File: src/rtl/mbox_pkg.sv
package mbox_pkg;
    localparam int FIELD_W = 8;

    typedef enum logic [1:0] {
        HOP_NONE   = 2'd0,
        HOP_RD_OUT = 2'd1,
        HOP_RD_INT = 2'd2,
        HOP_WR_IN  = 2'd3
    } host_op_e;

    typedef enum logic {
        SLOT_EMPTY = 1'b0,
        SLOT_FULL  = 1'b1
    } slot_state_e;

    typedef enum logic [1:0] {
        IQ_EMPTY   = 2'd0,
        IQ_PARTIAL = 2'd1,
        IQ_FULL    = 2'd2
    } inq_state_e;

    localparam int EV_OUT_AVAIL  = 0;
    localparam int EV_INT_AVAIL  = 1;
    localparam int EV_IN_WRITTEN = 2;
    localparam int EV_W          = 3;

    localparam int IRQ_INT_WAIT = 0;
    localparam int IRQ_IN_WAIT  = 4;
    localparam int IRQ_W        = 8;
endpackage

File: src/rtl/mbox_slot1.sv
module mbox_slot1
    import mbox_pkg::*;
#(
    parameter int DATA_W = 32
) (
    input  logic              clk,
    input  logic              rst,
    input  logic              push,
    input  logic [DATA_W-1:0] push_data,
    input  logic              take,
    output logic              full,
    output logic              take_ok,
    output logic [DATA_W-1:0] data
);
    slot_state_e state_q, state_d;
    logic        push_ok;

    always_ff @(posedge clk) begin
        if (rst) begin
            state_q <= SLOT_EMPTY;
            data    <= '0;
        end else begin
            state_q <= state_d;
            if (push_ok) data <= push_data;
        end
    end

    always_comb begin
        state_d = state_q;
        push_ok = 1'b0;
        take_ok = 1'b0;
        unique case (state_q)
            SLOT_EMPTY: begin
                push_ok = push;
                if (push) state_d = SLOT_FULL;
            end
            SLOT_FULL: begin
                take_ok = take;
                if (take) state_d = SLOT_EMPTY;
            end
            default: state_d = SLOT_EMPTY;
        endcase
    end

    assign full = (state_q == SLOT_FULL);

    assert_take_empties_R3: assert property (@(posedge clk) disable iff (rst)
        take_ok |=> !full);
    assert_push_fills_R10: assert property (@(posedge clk) disable iff (rst)
        (push && !full) |=> (full && data == $past(push_data)));
    assert_full_push_ignored_R10: assert property (@(posedge clk) disable iff (rst)
        (full && !take) |=> (full && $stable(data)));
endmodule

File: src/rtl/mbox_inq.sv
module mbox_inq
    import mbox_pkg::*;
#(
    parameter int DATA_W = 32,
    parameter int DEPTH  = 4,
    localparam int CW    = $clog2(DEPTH + 1)
) (
    input  logic              clk,
    input  logic              rst,
    input  logic              wr,
    input  logic [DATA_W-1:0] wdata,
    input  logic              pop,
    output logic              wr_ok,
    output logic [CW-1:0]     count,
    output logic [DATA_W-1:0] head
);
    inq_state_e        state_q, state_d;
    logic [CW-1:0]     cnt_d;
    logic [CW-1:0]     base;
    logic              pop_ok;
    logic [DATA_W-1:0] mem [DEPTH];

    always_comb begin
        wr_ok  = 1'b0;
        pop_ok = 1'b0;
        unique case (state_q)
            IQ_EMPTY:   wr_ok = wr;
            IQ_PARTIAL: begin wr_ok = wr; pop_ok = pop; end
            IQ_FULL:    pop_ok = pop;
            default:    ;
        endcase
        cnt_d = count + CW'(wr_ok) - CW'(pop_ok);
        base  = pop_ok ? count - CW'(1) : count;
        if (cnt_d == '0)                state_d = IQ_EMPTY;
        else if (cnt_d == CW'(DEPTH))   state_d = IQ_FULL;
        else                            state_d = IQ_PARTIAL;
    end

    always_ff @(posedge clk) begin
        if (rst) begin
            state_q <= IQ_EMPTY;
            count   <= '0;
        end else begin
            state_q <= state_d;
            count   <= cnt_d;
        end
    end

    for (genvar i = 0; i < DEPTH; i++) begin : g_slot
        logic [DATA_W-1:0] shift_in;
        if (i == DEPTH - 1) begin : g_last
            assign shift_in = '0;
        end else begin : g_mid
            assign shift_in = mem[i+1];
        end
        always_ff @(posedge clk) begin
            if (rst)                             mem[i] <= '0;
            else if (wr_ok && base == CW'(i))    mem[i] <= wdata;
            else if (pop_ok)                     mem[i] <= shift_in;
        end
    end

    assign head = mem[0];

    assert_no_overflow_R7: assert property (@(posedge clk) disable iff (rst)
        count <= CW'(DEPTH));
    assert_state_tracks_count_R5: assert property (@(posedge clk) disable iff (rst)
        ((state_q == IQ_FULL) == (count == CW'(DEPTH))) &&
        ((state_q == IQ_EMPTY) == (count == '0)));
    assert_write_grows_R5: assert property (@(posedge clk) disable iff (rst)
        (wr_ok && !pop_ok) |=> count == $past(count) + CW'(1));
    assert_both_hold_R11: assert property (@(posedge clk) disable iff (rst)
        (wr_ok && pop_ok) |=> $stable(count));
endmodule

File: src/rtl/mbox_events.sv
module mbox_events
    import mbox_pkg::*;
(
    input  logic            clk,
    input  logic            rst,
    input  logic [EV_W-1:0] raise,
    input  logic [EV_W-1:0] mask,
    input  logic [EV_W-1:0] clr,
    input  logic            take,
    output logic [EV_W-1:0] pend,
    output logic            count
);
    logic fire;

    assign fire = !count && (|(raise & ~pend & mask));

    always_ff @(posedge clk) begin
        if (rst) begin
            pend  <= '0;
            count <= 1'b0;
        end else begin
            pend <= (pend & ~clr) | raise;
            if (fire)      count <= 1'b1;
            else if (take) count <= 1'b0;
        end
    end

    assert_one_event_R8: assert property (@(posedge clk) disable iff (rst)
        $onehot0(raise));
    assert_raise_pends_R8: assert property (@(posedge clk) disable iff (rst)
        (raise != '0) |=> ((pend & $past(raise)) == $past(raise)));
    assert_count_rule_R8: assert property (@(posedge clk) disable iff (rst)
        (!count && !take && (raise & (pend | ~mask)) == raise) |=> !count);
endmodule

File: src/rtl/mbox_channel_unit.sv
module mbox_channel_unit
    import mbox_pkg::*;
#(
    parameter int DATA_W   = 32,
    parameter int IN_DEPTH = 4
) (
    input  logic                            clk,
    input  logic                            rst,
    input  logic [1:0]                      host_op,
    input  logic [DATA_W-1:0]               host_wdata,
    input  logic [7:0]                      host_mask_clr,
    output logic [31:0]                     host_status,
    output logic                            host_resp_valid,
    output logic                            host_resp_ok,
    output logic [2:0]                      host_resp_bytes,
    output logic [DATA_W-1:0]               host_resp_data,
    output logic [7:0]                      host_irq_mask,
    input  logic                            core_out_push,
    input  logic [DATA_W-1:0]               core_out_data,
    output logic                            core_out_space,
    input  logic                            core_int_push,
    input  logic [DATA_W-1:0]               core_int_data,
    output logic                            core_int_space,
    input  logic                            core_in_pop,
    output logic [DATA_W-1:0]               core_in_data,
    output logic [$clog2(IN_DEPTH+1)-1:0]   core_in_count,
    input  logic [2:0]                      core_ev_mask,
    input  logic [2:0]                      core_ev_clr,
    input  logic                            core_ev_take,
    output logic [2:0]                      core_ev_pend,
    output logic                            core_ev_count
);
    localparam int CW = $clog2(IN_DEPTH + 1);

    host_op_e          op;
    logic              out_full, int_full;
    logic              out_take_ok, int_take_ok, in_wr_ok;
    logic [DATA_W-1:0] out_word, int_word;
    logic [EV_W-1:0]   raise;
    logic [FIELD_W-1:0] free_slots;
    logic              refuse_int, refuse_in;

    assign op = host_op_e'(host_op);

    mbox_slot1 #(.DATA_W(DATA_W)) u_out (
        .clk(clk), .rst(rst), .push(core_out_push), .push_data(core_out_data),
        .take(op == HOP_RD_OUT), .full(out_full), .take_ok(out_take_ok), .data(out_word)
    );

    mbox_slot1 #(.DATA_W(DATA_W)) u_int (
        .clk(clk), .rst(rst), .push(core_int_push), .push_data(core_int_data),
        .take(op == HOP_RD_INT), .full(int_full), .take_ok(int_take_ok), .data(int_word)
    );

    mbox_inq #(.DATA_W(DATA_W), .DEPTH(IN_DEPTH)) u_inq (
        .clk(clk), .rst(rst), .wr(op == HOP_WR_IN), .wdata(host_wdata),
        .pop(core_in_pop), .wr_ok(in_wr_ok), .count(core_in_count), .head(core_in_data)
    );

    always_comb begin
        raise = '0;
        raise[EV_OUT_AVAIL]  = out_take_ok;
        raise[EV_INT_AVAIL]  = int_take_ok;
        raise[EV_IN_WRITTEN] = in_wr_ok;
    end

    mbox_events u_ev (
        .clk(clk), .rst(rst), .raise(raise), .mask(core_ev_mask), .clr(core_ev_clr),
        .take(core_ev_take), .pend(core_ev_pend), .count(core_ev_count)
    );

    assign free_slots     = FIELD_W'(IN_DEPTH) - FIELD_W'(core_in_count);
    assign host_status    = {8'h00, FIELD_W'(int_full), free_slots, FIELD_W'(out_full)};
    assign core_out_space = !out_full;
    assign core_int_space = !int_full;
    assign refuse_int     = (op == HOP_RD_INT) && !int_take_ok;
    assign refuse_in      = (op == HOP_WR_IN) && !in_wr_ok;

    always_ff @(posedge clk) begin
        if (rst) begin
            host_resp_valid <= 1'b0;
            host_resp_ok    <= 1'b0;
            host_resp_bytes <= '0;
            host_resp_data  <= '0;
            host_irq_mask   <= '0;
        end else begin
            host_resp_valid <= (op != HOP_NONE);
            host_resp_ok    <= |raise;
            host_resp_bytes <= (|raise) ? 3'd4 : 3'd0;
            unique case (op)
                HOP_RD_OUT: host_resp_data <= out_take_ok ? out_word : '0;
                HOP_RD_INT: host_resp_data <= int_take_ok ? int_word : '0;
                default:    host_resp_data <= '0;
            endcase
            host_irq_mask <= (host_irq_mask & ~host_mask_clr)
                           | (IRQ_W'(refuse_int) << IRQ_INT_WAIT)
                           | (IRQ_W'(refuse_in) << IRQ_IN_WAIT);
        end
    end

    assert_bytes_match_R3: assert property (@(posedge clk) disable iff (rst)
        host_resp_valid |-> (host_resp_bytes == (host_resp_ok ? 3'd4 : 3'd0)));
    assert_int_refuse_arms_R4: assert property (@(posedge clk) disable iff (rst)
        (op == HOP_RD_INT && !int_full) |=> host_irq_mask[IRQ_INT_WAIT]);
    assert_in_refuse_arms_R6: assert property (@(posedge clk) disable iff (rst)
        (op == HOP_WR_IN && free_slots == '0) |=> (host_irq_mask[IRQ_IN_WAIT] && !host_resp_ok));
    assert_free_plus_count_R7: assert property (@(posedge clk) disable iff (rst)
        (32'(free_slots) + 32'(core_in_count)) == 32'(IN_DEPTH));
    assert_upper_zero_R2: assert property (@(posedge clk) disable iff (rst)
        host_status[31:24] == 8'h00);
    assert_out_read_space_R3: assert property (@(posedge clk) disable iff (rst)
        out_take_ok |=> core_out_space);
endmodule

File: config.mk
export PLATFORM = sky130hd
export DESIGN_NAME = mbox_channel_unit
export DESIGN_NICKNAME = d
export VERILOG_FILES = /design/src/rtl/mbox_pkg.sv /design/src/rtl/mbox_slot1.sv /design/src/rtl/mbox_inq.sv /design/src/rtl/mbox_events.sv /design/src/rtl/mbox_channel_unit.sv
export SDC_FILE = /design/constraint.sdc
export NUM_CORES = 1
export LEC_CHECK = 0
export BUFFER_PORTS_ARGS = -buffer_cell sky130_fd_sc_hd__clkbuf_2
export CORE_MARGIN = 2
export CORE_UTILIZATION = 54
export DETAILED_ROUTE_END_ITERATION = 16
export PLACE_DENSITY_LB_ADDON = 0.1
export SYNTH_ARGS = -nofsm -noshare
export SYNTH_HDL_FRONTEND = slang
export SYNTH_SLANG_ARGS = --single-unit
File: constraint.sdc
create_clock -name clk -period 5.45 [get_ports clk]
set_input_delay 0.545 -clock clk [delete_from_list [all_inputs] [get_ports clk]]
set_output_delay 0.545 -clock clk [all_outputs]
set_load 0.03 [all_outputs]
## Yosys cells after proc, flatten, opt, wreduce, memory -nomap -nowiden

Memories as Yosys holds them, arrays and structs flattened.
Cells that the tools add are included.

- Add/sub/neg operators: 4
- $mul: 0
- Div/mod/pow operators: 0
- $lt $le $gt $ge: 0
- Eq/ne operators: 9
- Shift-type cells: 0
- Mux-type cells: 55
- Bitwise gates (word level): 20
- Reductions and logical operators: 22

Operators with widths:

| kind | count |
|---|---|
| $mux W32 | 10 |
| $pmux W32 S2 | 1 |
| $mux W1 | 39 |
| $and A3 B3 Y3 | 3 |
| $and A8 B8 Y8 | 1 |
| $not A8 Y8 | 1 |
| $or A1 B1 Y1 | 8 |
| $or A8 B1 Y8 | 1 |
| $or A8 B5 Y8 | 1 |
| $logic_and A1 B1 Y1 | 7 |
| $eq A2 B2 Y1 const B | 3 |
| $eq A3 B2 Y1 const B | 2 |
| $logic_not A3 Y1 | 2 |
| $mux W3 | 2 |
| $not A3 Y3 | 2 |
| $reduce_or A2 Y1 | 3 |
| $reduce_or A3 Y1 | 2 |
| $logic_not A1 Y1 | 5 |
| $eq A2 B1 Y1 const B | 2 |
| $pmux W1 S2 | 2 |
| $reduce_bool A2 Y1 | 2 |
| $sub A3 B3 Y4 const A | 1 |
| $add A3 B1 Y3 | 1 |
| $eq A3 B1 Y1 const B | 1 |
| other kinds (7) | 8 |

- Register bits: 120
- Latch bits: 0
- Memory bits (writable): 128
- Memory bits (read-only): 0
- Input port bits: 118
- Output and inout bits: 118
- Logic and storage cells: 124
- Memories: 1

Memories:

| memory | words | width | rd ports | clocked after Yosys merged registers in | write ports | line | text |
|---|---|---|---|---|---|---|---|
| u_inq.mem | 4 | 32 | 4 | 0 | 4 | mbox_inq.sv:21 | `logic [DATA_W-1:0] mem [DEPTH];` |

## Longest topological paths before layout

Gate-level depths: netlist of the first run.

- Depth after elaboration: 11
- Mapped depth: 11
- Depth with buffers taken out: 10

## Cells and area by module

From an unflattened synthesis of the first run, not the netlist that was laid out.

- Cell total of the unflattened synthesis: 867
- Area, all modules: 10810.4 um^2

Modules (own cells, without submodules):

| module | instances | cells each | area each (um^2) |
|---|---|---|---|
| mbox_inq | 1 | 330 | 5532.8 |
| mbox_slot1 | 2 | 149 | 1576.5 |
| mbox_channel_unit | 1 | 219 | 1971.9 |
| mbox_events | 1 | 20 | 152.6 |

## Worst setup path after synthesis of the first run

No wires, ideal clock.

- Path kind: register to register
- From: reg u_inq.state_q[0]
- To: mem u_inq.mem[0][0] (enable)
- Setup time: 0.470 ns
- Arrival: 4.191 ns
- Setup slack: 0.789 ns
- Cell stages (with the launch flop): 9
- Buffers on the path: 2
- Clock period less this slack: 4.661 ns
- Path through: dfxtp_1 > inv_1 > ha_1 > and2_1 > clkbuf_1 > ha_1 > o211ai_1 > clkbuf_1 > o31ai_1

RTL lines:

| what | line | text |
|---|---|---|
| from (decl) | mbox_inq.sv:17 | `inq_state_e state_q, state_d;` |
| from (signal assigned) | mbox_inq.sv:44 | `state_q <= state_d;` |
| to (decl) | mbox_inq.sv:21 |  |

==> impl_metrics.toml, run 1 <==
[logic_synthesis]
synthDominantAreaCellType = "sky130_fd_sc_hd__edfxtp_1"
post_synth.cell_area_avg_sq_um = 10.7
mapped_cells = 970
ys_top_cells_by_area = "sky130_fd_sc_hd__edfxtp_1 (37%), sky130_fd_sc_hd__dfxtp_1 (23%), sky130_fd_sc_hd__a22o_1 (5.4%), sky130_fd_sc_hd__nand2_1 (4.8%), sky130_fd_sc_hd__a31oi_1 (4.0%)"
ff_latch_count_synth = 245
yosysUniqueCellTypes = 40
synth_edf_count = 128
synth_seq_area_share_pct = 59.6
synth_flop_cell = "sky130_fd_sc_hd__edfxtp_1"
ys.warnings.count = 0
synth_commonest_cells = "sky130_fd_sc_hd__nand2_1 (134), sky130_fd_sc_hd__edfxtp_1 (128), sky130_fd_sc_hd__dfxtp_1 (117), sky130_fd_sc_hd__a21oi_1 (72)"
ys_async_sr_fraction_pct = 0
synth_top_area_share_pct = 37.0
synth_area_sq_um = 10400
yosys.cell_count.top_type = "sky130_fd_sc_hd__nand2_1"

[sta]
layout_min_cycle_time_ns = 3.20
timing.final.ws_setup_ns = 2.25
timing.final.hold_violations = 0
worst_max_slew_margin_expressed_relative_to_the_limit_pct = 17.4
worstMarginPinSlew_ns = 1.23
setup-violations-final = 0
finalCritPeriodShare_pct = 58.7
f_max_mhz = 313
finClkSkew_ns = 0.0151
rsz0062_at_grt = "no"
slew_violations = 0
final.setup.tns_ns = 0

[pwr]
p_int_mw = 3.66
power_leakage_nw = 4.90
clockPowerShare_pct = 31.7
ir_worst_vdd_mv = 0.299
net_switching_power_figure_mw = 1.78
power_switching_share_pct = 32.8
cellPowerDensity_nw_per_um2 = 440
p_total_mw = 5.44
share_seq_of_total_power_pct = 43.8
comb_power_share_pct = 24.6

[setup_path]
reg2regPathDepth = 7
timing.critical_path.from = "u_inq.state_q[0]"
r2r_slack_ns = 2.25
worstSetupStartpointType = "flop"
timing.critical_path.required_ns = 5.84
timing_worst_setup_path_type = "reg -> reg"
critical_path_peak_fanout = 32
arrival_time_of_the_worst_setup_path_ns = 3.58
timing.critical_path.to = "u_inq.mem[1][15]"
endpoint_of_the_worst_register_to_register_path = "u_inq.mem[1][15]"
crit-reg2reg-launch = "u_inq.state_q[0]"
critical_path_capture_point_type = "flop"

[worst_hold_path]
worst_hold_startpoint = "host_mask_clr[1]"
worst_hold_path_type = "in -> reg"

[clocking]
post_cts_resize_count = 0
cts.repair_timing.setup_buffer_count = 0
cts.reportedPaths.clkPinSlew_ns = 0.06
cts.hold.buffers_added = 0
tritoncts_clock_tree = "built"
clkLatencyLatePin_ns = 0.53
clockBufferDepth = 3
cts_num_sinks = 245
clk_root_buffer_cell = "sky130_fd_sc_hd__clkbuf_16"
clock_buffers_created_by_tritoncts = 26
cts-htree-levels = 1

[floorplan]
fp.dieH_um = 143
die_area_sq_um = 20300
fp.coreArea_sq_um = 18800
die_width_um = 143
fp-row-count = 50
start_util_pct = 55.3
io_pins = 236

[placement]
port-buffer-count = 211
post-place-ws_ns = 2.28
detailed_placement_wirelength_estimate_um = 15600
gp_congestion = 0.787

[global_routing]
grt_pass1_vias = 7373
antenna_found_initial = 0
overflow = 0
gr-usage-all-layers_pct = 23.7
grt_first_pass_wirelength_um = 38800
grt_start_max_net_pins = 65

[routing]
wl_per_cell_um = 17.5
ant_nets = 0
drc = 0
drt_wl_total_um = 24300
detail_route.iter0.violations = 407
first_pass_iters = 5
dr_total_vias = 7854
vias_per_cell = 5.64

[layout]
layout.nets = 1269
area_growth_syn_to_layout_pct = 19.2
layout-drive-gt1-share_pct = 25.1
multi_input_comb_area_sq_um = 3770
regArea_sq_um = 6190
filler_cells_inserted = 1496
antenna_cells_inserted = 0
layout.core_utilization_pct = 65.9

[run_status]
status = "completed"

[run]
maxCapViolCount = 0
final cells by class:
cell class / instances / share of cell area, %
Tap cell: 234 / 2.37
Sequential cell: 245 / 50.0
Timing Repair Buffer: 234 / 9.95
Inverter: 10 / 0.303
Multi-Input combinational cell: 623 / 30.5
Clock buffer: 42 / 6.60
Clock inverter: 5 / 0.263
cells by family after synthesis:
| group | Yosys count | share of synthesized area, % |
|---|---|---|
| flops | 245 | 59.6 |
| xor+xnor | 5 | 0.494 |
| compound gates | 277 | 18.3 |
| fa+ha+maj | 11 | 1.40 |
| simple gates | 306 | 14.4 |
| buf+inv | 125 | 5.81 |
| other cells | 1 | 0.0361 |
power by group through the flow:
stage	registers [mW]	clock network [mW]	logic [mW]
floorplan	2.59	0	0.762
global placement	2.41	0	1.32
detailed placement	2.42	0	1.33
CTS	2.38	1.75	1.34
global route	2.41	1.82	1.44
finish	2.38	1.72	1.34
state kept, by name (all words and copies together) (netlist names), 2 cells and up:
| register | cells |
|---|---|
| u_inq.mem | 128 |
| u_out.data | 32 |
| host_irq_mask | 8 |
| u_ev.pend | 3 |
| host_resp_data | 32 |
| u_inq.count | 3 |
| u_inq.state_q | 2 |
| u_int.data | 32 |
worst max-delay path, cell delays in order (launching register included):
cell and delay [ns]:
sky130_fd_sc_hd__dfxtp_1 0.33, sky130_fd_sc_hd__inv_1 0.05, sky130_fd_sc_hd__ha_1 0.32, sky130_fd_sc_hd__and2_1 0.30, sky130_fd_sc_hd__ha_1 0.32, sky130_fd_sc_hd__or3_1 0.47, sky130_fd_sc_hd__nor3_4 0.95, sky130_fd_sc_hd__a22o_1 0.30
how the worst min path moves through the flow:
stage | end | cells after the start
2_1_floorplan | u_out.data[0] | 2
6_report | host_irq_mask[1] | 2
5_1_grt | host_irq_mask[2] | 2
3_5_place_dp | u_out.data[15] | 2
3_3_place_gp | u_out.data[21] | 2
4_1_cts | host_irq_mask[1] | 2
through the flow:
step | std cells | instance area (sq um) | hold slack [ns]
6_report | 1393 | 12400 | 0.173
2_1_floorplan | 993 | 10500 | 0.436
3_5_place_dp | 1346 | 11500 | 0.446
5_1_grt | 1393 | 12400 | 0.168
3_3_place_gp | 1346 | 11500 | 0.442
4_1_cts | 1393 | 12400 | 0.160
layout by cell type (no fill, tap or decap), types with 3 or more instances in the layout:
cell and instances:
sky130_fd_sc_hd__a22o_1 64, sky130_fd_sc_hd__nand4_1 32, sky130_fd_sc_hd__edfxtp_1 128, sky130_fd_sc_hd__a22oi_1 33
sky130_fd_sc_hd__nand2b_1 7, sky130_fd_sc_hd__clkbuf_8 6, sky130_fd_sc_hd__a21oi_1 72, sky130_fd_sc_hd__clkinv_2 3
sky130_fd_sc_hd__conb_1 24, sky130_fd_sc_hd__dfxtp_1 117, sky130_fd_sc_hd__nor2_1 41, sky130_fd_sc_hd__o211ai_1 33
sky130_fd_sc_hd__nand2_1 134, sky130_fd_sc_hd__and2_1 67, sky130_fd_sc_hd__clkbuf_1 5, sky130_fd_sc_hd__nor3b_1 9
sky130_fd_sc_hd__clkbuf_2 213, sky130_fd_sc_hd__nand3_1 3, sky130_fd_sc_hd__clkbuf_16 28, sky130_fd_sc_hd__ha_1 10
sky130_fd_sc_hd__a31oi_1 65, sky130_fd_sc_hd__inv_1 10, sky130_fd_sc_hd__buf_4 24
routing by layer:
layer	global-route usage (%)	routed length, um	up-vias	part of all wire, %
li1	-	-	3835	-
met4	5.47	381	0	1.6
met1	31.7	10400	3672	43
met2	39.1	11400	310	47
met3	6.17	2110	37	8.7
met5	0	0	-	0
Power figures use the tool's default switching activity.
==> run 2: changes to the inputs <==
==> constraint.sdc (replaced) <==
create_clock -name clk -period 3.3 [get_ports clk]
set_input_delay 0.33 -clock clk [delete_from_list [all_inputs] [get_ports clk]]
set_output_delay 0.33 -clock clk [all_outputs]
set_load 0.03 [all_outputs]
==> run 2 against run 1 <==
Clock power grew 73%. Final cell count grew 1.2%. Wire length up 5.7%. Fmax increased by 14%. Flip-flop and latch count unchanged. Clock skew is 0.0062 ns lower. Hold slack lost 0.14 ns. Global-route usage grew 1.3 points. Sequential share of layout area decreased by 0.76 points. Utilization up 1.0 points. Largest cell class unchanged.
==> impl_metrics.toml, run 2 (same netlist as run 1, synthesis figures left out) <==
[pwr]
ir_worst_vdd_mv = 0.400
power_leakage_nw = 4.99
cellPowerDensity_nw_per_um2 = 735

[floorplan]
io_pins = 236
die_width_um = 143
start_util_pct = 55.3
fp.dieH_um = 143
die_area_sq_um = 20300
fp-row-count = 50
fp.coreArea_sq_um = 18800

[layout]
layout-drive-gt1-share_pct = 25.3
register_containing_the_most_flip_flops_in_the_final_layout = "u_inq.mem"
layout.core_utilization_pct = 66.9
multi_input_comb_area_sq_um = 3770
area_growth_syn_to_layout_pct = 21.0
largest_register_ff_count = 128
layout.cells.most_common_list = "sky130_fd_sc_hd__clkbuf_2 (210), sky130_fd_sc_hd__nand2_1 (134), sky130_fd_sc_hd__edfxtp_1 (128)"
layout.cells.most_common = "sky130_fd_sc_hd__clkbuf_2"
filler_cells_inserted = 1509
regArea_sq_um = 6190
layout.nets = 1286
antenna_cells_inserted = 0

[sta]
worstMarginPinSlew_ns = 1.06
worst_max_slew_margin_expressed_relative_to_the_limit_pct = 28.9
finClkSkew_ns = 0.00889
rsz0062_at_grt = "no"
f_max_mhz = 356
timing.final.hold_violations = 0
finalCritPeriodShare_pct = 85.1
layout_min_cycle_time_ns = 2.81
setup-violations-final = 0
timing.final.ws_setup_ns = 0.492
slew_violations = 0

[global_routing]
overflow = 0
grt_first_pass_wirelength_um = 40700
grt_start_max_net_pins = 86
gr-usage-all-layers_pct = 25.0
antenna_found_initial = 0
grt_pass1_vias = 7714

[clocking]
clkLatencyLatePin_ns = 0.52
tritoncts_clock_tree = "built"
cts_num_sinks = 245
clockBufferDepth = 3
cts.reportedPaths.clkPinSlew_ns = 0.06
clock_buffers_created_by_tritoncts = 26
cts-htree-levels = 1
post_cts_resize_count = 0
clk_root_buffer_cell = "sky130_fd_sc_hd__clkbuf_16"

[run_status]
status = "completed"

[routing]
dr_total_vias = 8096
drt_wl_total_um = 25700
ant_nets = 0
detail_route.iter0.violations = 378
first_pass_iters = 7
vias_per_cell = 5.74
drc = 0
wl_per_cell_um = 18.2

[setup_path]
timing_worst_setup_path_type = "reg -> reg"
timing.critical_path.required_ns = 3.46
critical_path_peak_fanout = 32
worstSetupStartpointType = "flop"
arrival_time_of_the_worst_setup_path_ns = 2.96
critical_path_capture_point_type = "flop"

[placement]
post-place-ws_ns = 0.531
detailed_placement_wirelength_estimate_um = 16100
gp_congestion = 0.803
port-buffer-count = 211

[worst_hold_path]
worst_hold_path_type = "in -> reg"

[run]
maxCapViolCount = 0
## run 2: cell count changes in the layout (fill, tap and decap cells not counted), moves of 3 or more
cell                            previous run  this run
sky130_fd_sc_hd__clkbuf_8                  6         3
sky130_fd_sc_hd__clkbuf_2                213       210
sky130_fd_sc_hd__clkinv_1                  0         5
sky130_fd_sc_hd__dlygate4sd3_1             0         7
sky130_fd_sc_hd__bufinv_16                 0         3
sky130_fd_sc_hd__buf_4                    24        32
## run 2: area by class of cell
cell class,instances,area share [%]
flip-flops and latches,245,49.2
well taps,234,2.33
inverters,10,0.299
multi-input cells,623,30.0
clock buffers,34,6.00
repair buffers,251,11.0
clock inverters,13,1.11
## run 2: final timing paths
check / startpoint / to / slack (ns) / cells after the start
max: u_inq.state_q[0] / u_inq.mem[2][16] / 0.49 / 7
min: core_out_data[4] / u_out.data[4] / 0.03 / 3
max reg2reg: u_inq.state_q[0] / u_inq.mem[2][16] / 0.49 / 7
min reg2reg: u_out.data[7] / u_out.data[7] / 0.45 / 2
## run 2: what timing repair did
action                                 CTS  global route
buffers inserted                         0             0
hold buffers                             7             0
endpoints found under the hold margin    7             0
## run 2: metal layers
metal | up-vias | track usage (%) | wire [um]
met5 | - | 0 | 0
met4 | 0 | 5.32 | 346
met3 | 28 | 5.60 | 2080
met2 | 332 | 43.0 | 12800
met1 | 3857 | 32.6 | 10500
li1 | 3879 | - | -
## run 2: through the flow
step | hold slack [ns] | setup TNS (ns) | cells | power (mW) | instance area [sq um]
3_3_place_gp | 0.442 | 0 | 1356 | 6.27 | 11600
5_1_grt | 0.0212 | 0 | 1410 | 9.63 | 12600
4_1_cts | 0.0165 | 0 | 1410 | 9.29 | 12600
2_1_floorplan | 0.406 | -23.85 | 993 | 5.54 | 10500
3_5_place_dp | 0.446 | 0 | 1356 | 6.29 | 11600
6_report | 0.0321 | 0 | 1410 | 9.23 | 12600
## run 2: power by group
group | switching, mW | internal, mW
logic | 1.66 | 0.635
registers | 0.187 | 3.77
clock network | 1.15 | 1.83
## run 2: critical path, cell delays in order, from the launching register on
cell                       delay (ns)
sky130_fd_sc_hd__dfxtp_1         0.33
sky130_fd_sc_hd__inv_1           0.05
sky130_fd_sc_hd__ha_1            0.33
sky130_fd_sc_hd__and2_1          0.24
sky130_fd_sc_hd__ha_1            0.33
sky130_fd_sc_hd__o211ai_1        0.40
sky130_fd_sc_hd__o31ai_4         0.31
sky130_fd_sc_hd__buf_4           0.44
==> run 3: changes to the inputs <==
--- a/config.mk
+++ b/config.mk
@@ -9,7 +9,7 @@
 export CORE_MARGIN = 2
 export CORE_UTILIZATION = 54
 export DETAILED_ROUTE_END_ITERATION = 16
-export PLACE_DENSITY_LB_ADDON = 0.1
+export PLACE_DENSITY_LB_ADDON = 0.2
 export SYNTH_ARGS = -nofsm -noshare
 export SYNTH_HDL_FRONTEND = slang
 export SYNTH_SLANG_ARGS = --single-unit
==> run 3 against run 2 <==
Critical path depth up 2. Clock power about the same. Sequential power about the same. Non-clock buffer count up 1. Via count up 0.62%. Sequential share of layout area about the same. Hold slack worse by 0.012 ns. Power down 0.30%. Final cell count up 0.14%. Largest cell class unchanged.
==> impl_metrics.toml, run 3 (same netlist as run 1, synthesis figures left out) <==
[run_status]
status = "completed"

[placement]
port-buffer-count = 211
post-place-ws_ns = 0.590
detailed_placement_wirelength_estimate_um = 16300
place_area_sq_um = 11600
gp_congestion = 0.833
placed_cells = 1357

[clocking]
clock_buffers_created_by_tritoncts = 26
clockBufferDepth = 3
post_cts_resize_count = 0
clkLatencyLatePin_ns = 0.52
cts_num_sinks = 245
tritoncts_clock_tree = "built"
clk_root_buffer_cell = "sky130_fd_sc_hd__clkbuf_16"
cts.reportedPaths.clkPinSlew_ns = 0.06
cts.repair_timing.setup_buffer_count = 0
cts-htree-levels = 1

[global_routing]
grt_first_pass_wirelength_um = 41200
gr-usage-all-layers_pct = 25.2
grt_pass1_vias = 8014
antenna_found_initial = 0
grt_start_max_net_pins = 89
overflow = 0

[floorplan]
die_area_sq_um = 20300
io_pins = 236
start_util_pct = 55.3
fp.coreArea_sq_um = 18800
fp.dieH_um = 143
die_width_um = 143
fp-row-count = 50

[setup_path]
worstSetupStartpointType = "flop"
cp_top_family = "buffers and inverters"
critical_path_peak_fanout = 32
slowest_delay_ns = 0.38
timing_worst_setup_path_type = "reg -> reg"
path_cells = "inv_1, ha_1, and2_1, ha_1, o211ai_1, buf_4, nor4_4, buf_4, a22o_1"
cpMaxStageDelayCell = "sky130_fd_sc_hd__buf_4"
timing.critical_path.required_ns = 3.57
critical_path_buf_inv_count = 3
critical_path_capture_point_type = "flop"
arrival_time_of_the_worst_setup_path_ns = 3.02

[layout]
layout.cells.most_common = "sky130_fd_sc_hd__clkbuf_2"
regArea_sq_um = 6190
largest_register_ff_count = 128
cell_area_after_layout_sq_um = 12600
layout-drive-gt1-share_pct = 25.6
layout.cells.most_common_list = "sky130_fd_sc_hd__clkbuf_2 (210), sky130_fd_sc_hd__nand2_1 (134), sky130_fd_sc_hd__edfxtp_1 (128)"
layout.nets = 1287
multi_input_comb_area_sq_um = 3770
register_containing_the_most_flip_flops_in_the_final_layout = "u_inq.mem"
layoutNonFillerInstCount = 1412
filler_cells_inserted = 1462
area_growth_syn_to_layout_pct = 21.0
antenna_cells_inserted = 0

[sta]
f_max_mhz = 363
fin_worst_hold_slack_ns = 0.0203
timing.final.ws_setup_ns = 0.548
finalCritPeriodShare_pct = 83.4
finClkSkew_ns = 0.0155
rsz0062_at_grt = "no"
layout_min_cycle_time_ns = 2.75
setup-violations-final = 0
slew_violations = 0
worstMarginPinSlew_ns = 0.943
timing.final.hold_violations = 0
worst_max_slew_margin_expressed_relative_to_the_limit_pct = 36.9

[routing]
ant_nets = 0
drc = 0
met1_wire_length_um = 10300
first_pass_iters = 5
met3RoutedLength_um = 2270
wl_per_cell_um = 18.2
top_signal_layer_used = "met4"
drt_wl_total_um = 25700
detail_route.iter0.violations = 419
dr_total_vias = 8146
vias_per_cell = 5.77
met2_length_um = 12600

[pwr]
power_leakage_nw = 5.00
p_total_mw = 9.20
ir_worst_vdd_mv = 0.417
cellPowerDensity_nw_per_um2 = 733

[run]
maxCapViolCount = 0

[worst_hold_path]
worst_hold_path_type = "in -> reg"
run 3: worst paths after layout:
path                                          to  slack [ns]  cells after the start         startpoint
worst max-delay path            u_inq.mem[0][15]        0.55                      9   u_inq.state_q[0]
worst min-delay path              u_int.data[25]        0.02                      3  core_int_data[25]
worst max register to register  u_inq.mem[0][15]        0.55                      9   u_inq.state_q[0]
worst min register to register    u_out.data[10]        0.45                      2     u_out.data[10]
run 3: power by group:
part           total (mW)  internal (mW)  switching (mW)  leakage [nW]
clock                2.95           1.76            1.19         0.440
sequential           3.95           3.77           0.180          2.31
combinational        2.30          0.639            1.66          2.25
run 3: layout make-up:
type,instances,share of cell area [%]
flip-flops and latches,245,49.3
multi-input cells,623,30.0
repair buffers,252,11.1
clock buffers,33,5.97
well taps,234,2.33
clock inverters,15,1.02
inverters,10,0.299
run 3: repair_timing:
item,in CTS,in global routing
endpoints found under the setup margin,0,0
hold endpoints to repair,7,0
hold buffers,7,0
run 3: stage by stage:
stage                     TNS, ns  utilization, %
after global placement          0            61.9
after detailed placement        0            61.9
after floorplan            -23.85               -
after CTS                       0            66.9
final                           0            66.9
after global routing            0            66.9
run 3: worst register-to-register path: stages, from the launching register on:
cell and delay [ns]:
sky130_fd_sc_hd__dfxtp_1 0.33, sky130_fd_sc_hd__inv_1 0.05, sky130_fd_sc_hd__ha_1 0.33, sky130_fd_sc_hd__and2_1 0.31, sky130_fd_sc_hd__ha_1 0.29, sky130_fd_sc_hd__o211ai_1 0.16, sky130_fd_sc_hd__buf_4 0.38, sky130_fd_sc_hd__nor4_4 0.06
sky130_fd_sc_hd__buf_4 0.30, sky130_fd_sc_hd__a22o_1 0.29
run 3: per-layer routing:
layer  track usage (%)  up-vias
met1              31.4     3865
met3              6.44       49
met2              42.9      361
met4              8.23        0
li1                  -     3871
met5                 0        -
